--- config.mk ---
export PLATFORM = sky130hd
export DESIGN_NAME = exu_gate_ctrl
export DESIGN_NICKNAME = d
export VERILOG_FILES = /design/src/rtl/exu_gate_pkg.sv /design/src/rtl/exu_gate_inflight.sv /design/src/rtl/exu_gate_tally.sv /design/src/rtl/exu_gate_ctrl.sv
export SDC_FILE = /design/constraint.sdc
export NUM_CORES = 1
export LEC_CHECK = 0
export BUFFER_PORTS_ARGS = -buffer_cell sky130_fd_sc_hd__buf_2
export CORE_MARGIN = 2
export CORE_UTILIZATION = 43
export CTS_BUF_LIST = sky130_fd_sc_hd__clkbuf_16
export DETAILED_ROUTE_END_ITERATION = 10
export PLACE_DENSITY = 0.65
export REMOVE_ABC_BUFFERS = 1
export SETUP_SLACK_MARGIN = 0.15
export SYNTH_ARGS = -nofsm -noshare
export SYNTH_HDL_FRONTEND = slang
export SYNTH_HIERARCHICAL = 1
export SYNTH_SLANG_ARGS = --single-unit
export TNS_END_PERCENT = 5
--- constraint.sdc ---
create_clock -name clk -period 7.37 [get_ports clk]
set_input_delay 0.3685 -clock clk [delete_from_list [all_inputs] [get_ports clk]]
set_output_delay 0.3685 -clock clk [all_outputs]
set_load 0.02 [all_outputs]
--- src/rtl/exu_gate_pkg.sv ---
package exu_gate_pkg;

    typedef enum logic [1:0] {
        GS_ON    = 2'd0,
        GS_OFF   = 2'd1,
        GS_WAKE  = 2'd2
    } gate_st_e;

endpackage

--- src/rtl/exu_gate_inflight.sv ---
module exu_gate_inflight #(
    parameter int LAT = 3
) (
    input  logic clk,
    input  logic rst_n,
    input  logic op_go,
    output logic busy_now,
    output logic busy_next
);
    logic [LAT-1:0] occ_d, occ_q;

    generate
        if (LAT == 1) begin : g_single
            always_comb occ_d = op_go;
        end else begin : g_shift
            always_comb occ_d = {occ_q[LAT-2:0], op_go};
        end
    endgenerate

    always_ff @(posedge clk) begin
        if (!rst_n) occ_q <= '0;
        else        occ_q <= occ_d;
    end

    assign busy_now  = |occ_q;
    assign busy_next = |occ_d;
endmodule

--- src/rtl/exu_gate_tally.sv ---
module exu_gate_tally #(
    parameter int W = 32
) (
    input  logic         clk,
    input  logic         rst_n,
    input  logic         inc,
    output logic [W-1:0] count
);
    logic [W-1:0] cnt_d, cnt_q;

    always_comb cnt_d = cnt_q + {{(W-1){1'b0}}, inc};

    always_ff @(posedge clk) begin
        if (!rst_n) cnt_q <= '0;
        else        cnt_q <= cnt_d;
    end

    assign count = cnt_q;
endmodule

--- src/rtl/exu_gate_ctrl.sv ---
module exu_gate_ctrl
    import exu_gate_pkg::*;
#(
    parameter int LAT      = 3,
    parameter int IDLE_W   = 8,
    parameter int WAKE_LAT = 2,
    parameter int CNT_W    = 32
) (
    input  logic              clk,
    input  logic              rst_n,
    input  logic              mode_aggr,
    input  logic [IDLE_W-1:0] idle_limit,
    input  logic              dec_valid,
    input  logic              dec_needs_unit,
    input  logic              iss_valid,
    input  logic              iss_needs_unit,
    output logic              unit_en,
    output logic              iss_stall,
    output logic [CNT_W-1:0]  gated_cycles
);
    localparam int WK_W = $clog2(WAKE_LAT + 1);

    typedef struct packed {
        gate_st_e          st;
        logic [IDLE_W-1:0] idle;
        logic [WK_W-1:0]   wk;
    } ctl_s;

    ctl_s r_d, r_q;

    logic dec_need, iss_need, iss_go;
    logic busy_now, busy_next;
    logic [IDLE_W:0] idle_inc;

    always_comb begin
        dec_need  = dec_valid & dec_needs_unit;
        iss_need  = iss_valid & iss_needs_unit;
        unit_en   = (r_q.st == GS_ON);
        iss_stall = iss_need & (r_q.st != GS_ON);
        iss_go    = iss_need & (r_q.st == GS_ON);
    end

    exu_gate_inflight #(.LAT(LAT)) u_inflight (
        .clk       (clk),
        .rst_n     (rst_n),
        .op_go     (iss_go),
        .busy_now  (busy_now),
        .busy_next (busy_next)
    );

    exu_gate_tally #(.W(CNT_W)) u_tally (
        .clk   (clk),
        .rst_n (rst_n),
        .inc   (r_q.st != GS_ON),
        .count (gated_cycles)
    );

    always_comb begin
        r_d      = r_q;
        idle_inc = {1'b0, r_q.idle} + 1'b1;
        case (r_q.st)
            GS_ON: begin
                if (!mode_aggr) begin
                    r_d.idle = '0;
                    if (!(dec_need || iss_need || busy_next)) r_d.st = GS_OFF;
                end else if (busy_next) begin
                    r_d.idle = '0;
                end else if (idle_inc >= {1'b0, idle_limit}) begin
                    r_d.idle = '0;
                    r_d.st   = GS_OFF;
                end else begin
                    r_d.idle = idle_inc[IDLE_W-1:0];
                end
            end
            GS_OFF: begin
                r_d.idle = '0;
                if (!mode_aggr) begin
                    if (dec_need || iss_need) r_d.st = GS_ON;
                end else if (iss_need) begin
                    r_d.st = GS_WAKE;
                    r_d.wk = WK_W'(WAKE_LAT - 1);
                end
            end
            GS_WAKE: begin
                r_d.idle = '0;
                if (r_q.wk <= WK_W'(1)) begin
                    r_d.st = GS_ON;
                    r_d.wk = '0;
                end else begin
                    r_d.wk = r_q.wk - 1'b1;
                end
            end
            default: r_d.st = GS_ON;
        endcase
    end

    always_ff @(posedge clk) begin
        if (!rst_n) begin
            r_q.st   <= GS_ON;
            r_q.idle <= '0;
            r_q.wk   <= '0;
        end else begin
            r_q <= r_d;
        end
    end

    // operations inside the unit always see an enabled pipeline
    p_drain_enabled_r2: assert property (@(posedge clk) disable iff (!rst_n)
        busy_now |-> unit_en);

    // decode-time need always enables the unit for the next cycle
    p_early_wake_r3: assert property (@(posedge clk) disable iff (!rst_n)
        (!mode_aggr && dec_need && r_q.st != GS_WAKE) |=> unit_en);

    // an aggressive wake request cannot enable the unit at once
    p_wake_delay_r7: assert property (@(posedge clk) disable iff (!rst_n)
        (mode_aggr && r_q.st == GS_OFF && iss_need) |=> !unit_en);

    // an accepted issue always lands in an enabled unit
    p_issue_enabled_r8: assert property (@(posedge clk) disable iff (!rst_n)
        (iss_need && !iss_stall) |-> unit_en);

    // counter advances only on gated cycles
    p_tally_step_r9: assert property (@(posedge clk) disable iff (!rst_n)
        !unit_en |=> (gated_cycles == $past(gated_cycles) + 1'b1));

    p_tally_hold_r9: assert property (@(posedge clk) disable iff (!rst_n)
        unit_en |=> $stable(gated_cycles));
endmodule

Yosys cells after proc, flatten, opt, wreduce, memory -nomap -nowiden
Index checks and enable logic that the tools add are counted.

Magnitude comparators: 2. Bitwise operators: 4. Mux-type cells: 16. Add/subtract/negate cells: 3. Reductions and logical operators: 10. Equality and inequality tests: 10.

Operator list (number): 32-bit by 1-bit adder with 32-bit output (1); 2-bit two-way mux (10); 8-bit two-way mux (2); 8-bit case mux with 2 select lines (1); 3-bit inequality test (second input constant) (4); 10-bit two-way mux (1); 8-bit by 1-bit adder with 9-bit output (second input constant) (1); 9-bit by 8-bit >= comparator with 1-bit output (1); 2-bit inequality test (second input constant) (3); 2-bit case mux with 3 select lines (1); 6-bit AND reduction (1); 2-bit nonzero test (3); 1-bit AND (4); 2-bit case mux with 2 select lines (1); 3-bit by 2-bit inequality test with 1-bit output (second input constant) (1); 3-bit AND reduction (1); 3-bit OR reduction (1); 2-bit by 1-bit == test with 1-bit output (second input constant) (1); 2-bit == test (second input constant) (1); 2-bit by 1-bit <= comparator with 1-bit output (second input constant) (1); 2-bit logical NOT (1); 1-bit logical OR (2); 2-bit OR reduction (1); 2-bit by 1-bit subtractor with 2-bit output (second input constant) (1).

Output and inout port bits: 34. Input bits: 15. Logic and storage cells: 50. Register bits: 46.

Depth between registers and ports, before layout
Depth after elaboration: 7. Depth in mapped cells: 10. Depth with buffers taken out: 10.

Cells and area by module
The synthesis kept the hierarchy.

By module, submodules not included: exu_gate_tally (instances 1, seq. area each 640.6 um^2, cells each 167, area each 1482.7 um^2); exu_gate_ctrl (instances 1, seq. area each 240.2 um^2, cells each 122, area each 958.4 um^2); exu_gate_inflight (instances 1, seq. area each 60.1 um^2, cells each 8, area each 92.6 um^2).

Worst setup path before layout
OpenSTA, ideal clock, no wires.

Path kind: reg-to-reg. From: register r_q[10] (netlist name). To: register u_tally.cnt_q[28] (netlist: u_tally/count[28]). Path buffers: 1. Cell stages (with the launch flop): 11. Clock period less this slack: 2.551 ns. Data required time: 7.300 ns. Setup slack: 4.819 ns. Setup time: 0.070 ns. Arrival: 2.481 ns. Path through: dfxtp_1 inv_1 ha_1 inv_1 ha_1 ha_1 and4_1 buf_2 nand4_1 or4_1 a21oi_1.

Longest elaborated chain between the ends: 2.

Ends and longest elaborated chain: start, declared (line exu_gate_ctrl.sv:29) `ctl_s r_d, r_q;`; start signal, assigned (line exu_gate_ctrl.sv:103) `r_q <= r_d;`; 2-bit nonzero test (line exu_gate_ctrl.sv:54) `.inc (r_q.st != GS_ON),`; 32-bit by 1-bit adder with 32-bit output (line exu_gate_tally.sv:11) `always_comb cnt_d = cnt_q + {{(W-1){1'b0}}, inc};`; end signal, assigned (line exu_gate_tally.sv:15) `else cnt_q <= cnt_d;`; end, declared (line exu_gate_tally.sv:9) `logic [W-1:0] cnt_d, cnt_q;`.

Every way passes these cells. A chain may end at the register's enable or synchronous reset.

Worst setup path in the final report
Ends and elaborated chain as after synthesis.

==> results.txt <==
----------------------------------------------------
[Power and ir drop]
  Logic gate share of total power ... just under 10%
  Internal cell power ... 435 uW
  Power density over the cells ... just under 200 mW/mm^2
  Total power of the final layout ... about 570 uW
  Switching part of the total power ... 23.7%
  Leakage power figure ... about 1.3 nW
  Peak supply drop ... approximately 0.10 mV
  Sequential fraction of design power ... 45.5%
  Part of the total power dissipated in the clock network ... 44.7%
  Net switching power ... around 130 uW

[Worst setup path]
  Worst setup path start ... r_q[10]
  Crit start category ... flop
  Crit path DAT ... about 3.1 ns
  Buffer and inverter count on the worst path ... 2
  Kind of end point of the critical path ... flop
  Max incr delay on CP ... 0.53 ns
  Crit Path Category ... reg -> reg
  Start of the worst register-to-register path ... r_q[10]
  Top fanout value on the critical path ... 9
  Critical Path RT ... around 7.6 ns
  Slowest cell on the critical path ... sky130_fd_sc_hd__or4_1
  Critical path's top delay family ... simple AND/OR/NAND/NOR gates
  Ordered list of cells on the worst path ... inv_1, ha_1, inv_1, ha_1, ha_1, and4_1, nand4_1, or4_1, a21oi_1
  Most common cell on crit path ... sky130_fd_sc_hd__ha_1

[Clocking]
  Clock-pin slew on the worst setup and hold paths ... about 0.070 ns
  Largest buffer count on any clock path ... 2
  Latest clock arrival within the worst-skew pair ... 0.29 ns
  H-Tree Level Count ... 2
  Total clock buffers created by CTS ... 5
  CTS tree ... yes
  Clock sink count ... 46
  Number of buffers added for setup after CTS ... 0
  Post-CTS sizing ... 0
  Root Driver ... sky130_fd_sc_hd__clkbuf_16
  Number of buffers inserted by hold repair at cts ... 0

[Min path]
  Hold Path Origin ... rst_n
  Min-delay worst type ... in -> reg

[Die]
  Die Y ... 80.2 um
  Initial standard-cell utilization of the core ... 44.8%
  I/O pin cnt ... 49
  Die Width ... roughly 80 um
  Total die area ... 0.00644 sq mm
  Core area ... 0.00557 sq mm
  Number of rows created at floorplan ... 27

[Logic synthesis]
  Number of cells produced by synthesis ... roughly 290
  Synthesized area per cell ... around 8.5 sq um
  Post-Synthesis Cell Area ... about 0.0025 sq mm
  Warnings, synthesis ... 6

[Global route]
  Overall routing resource usage ... 17.9%
  Via count of the first global-routing pass ... between 1500 and 2000
  Wire length of the first global-routing pass ... between 9000 and 10000 um
  Number of antenna violations at the first check in global routing ... 0
  Largest net degree at the start of global routing ... 31
  Aggregate global routing overflow ... 0

[Outcome]
  Status ... complete, no violations

[Routing]
  Per-cell routed wire length ... roughly 13 um
  Overall routed net length ... 5370 um
  Violation count after the first detailed-routing iteration ... slightly below 100
  # DRC ... 0
  Count of nets left with antenna violations after detail routing ... 0
  Vias per cell ... about 5.4
  Via count ... about 2200
  Number of search-and-repair iterations in the first detailed-routing pass ... 4

[Flow run]
  # Max-Cap Violations ... 0

[Finish]
  Util after Layout ... a little over half
  Layout filler cell count ... between 500 and 600
  Area delta synth->final ... 17.7%
  Commonest non-fill, non-tap cell in the layout ... sky130_fd_sc_hd__buf_2
  Most used cells in the layout excluding fill and tap cells ... 48 x sky130_fd_sc_hd__buf_2, 46 x sky130_fd_sc_hd__dfxtp_1, 36 x sky130_fd_sc_hd__nand2_1, 23 x sky130_fd_sc_hd__a21oi_1, 19 x sky130_fd_sc_hd__nor2_1
  Diode insertion count for antenna repair ... 0
  Number of nets in the finished design ... 370
  Share of final-layout standard cells stronger than drive strength 1 ... roughly a fifth

[Placement]
  Number of I/O port buffers ... 48
  Final HPWL DP ... between 3000 and 4000 um
  GP Congestion ... just over 0.8

[Timing]
  Final Hold Viols ... 0
  Tmin final ... approximately 2.9 ns
  Post-Route Setup TNS ... 0 ns
  Final count of negative-setup-slack endpoints ... 0
  RSZ-0062 raised after global routing ... false
  Slew Limit Headroom ... 35.3%
  Least-Margin Pin Slew ... 0.969 ns
  Post-route clock skew ... 0.0114 ns
  Number of slew-limit violations in the final report ... 0
  Post-route clock period utilization ... 38.8%
  Upper clock frequency limit ... 350 MHz

----------------------------------------------------
[area by class of cell]
class / count / area [sq um] / area share, %
Tap cell: 72 / 90.1 / 3.06
Inverter: 16 / 60.1 / 2.04
Clock buffer: 5 / 125 / 4.25
Timing Repair Buffer: 48 / 240 / 8.17
Sequential cell: 46 / 921 / 31.3
Multi-Input combinational cell: 222 / 1460 / 49.8
Clock inverter: 3 / 41.3 / 1.40
[metal layers]
metal / share of wire, % / track usage [%]
met1: 48 / 23.1
met5: 0 / 0
met2: 46 / 28.7
met3: 4.5 / 4.72
met4: 1.4 / 6.10
[path summary, 6_finish.rpt]
kind	to	slack, ns	cells past startpoint
worst max-delay path	u_tally/count[28]	4.51	9
worst min-delay path	r_q[1]	0.40	3
worst max register to register	u_tally/count[28]	4.51	9
worst min register to register	u_inflight/occ_q[1]	0.45	1
[per-stage QoR]
step	std cells	setup slack, ns	area, sq um	hold WS [ns]
5_1_grt	412	4.21	2940	0.402
3_5_place_dp	404	4.54	2780	0.439
2_1_floorplan	284	4.79	2440	0.423
4_1_cts	412	4.52	2940	0.387
6_report	412	4.51	2940	0.395
3_3_place_gp	404	4.64	2780	0.434
[state kept, by name, indices dropped and copies added, names as in the netlist]
name / cells
u_tally/count: 32
r_q: 12
u_inflight/occ_q: 2
[power groups by stage]
stage	Clock (mW)	Sequential, mW	Combinational [mW]
floorplan	0	0.266	0.0374
global placement	0	0.265	0.0548
detailed placement	0	0.265	0.0559
CTS	0.262	0.259	0.0562
global route	0.273	0.260	0.0642
finish	0.255	0.259	0.0555
[tightest hold or removal path: cells and delay by family]
kind / cells / cell delay, ns
simple gates: 2 / 0.11
buf+inv: 1 / 0.16
(Power assumes the default switching activity.)
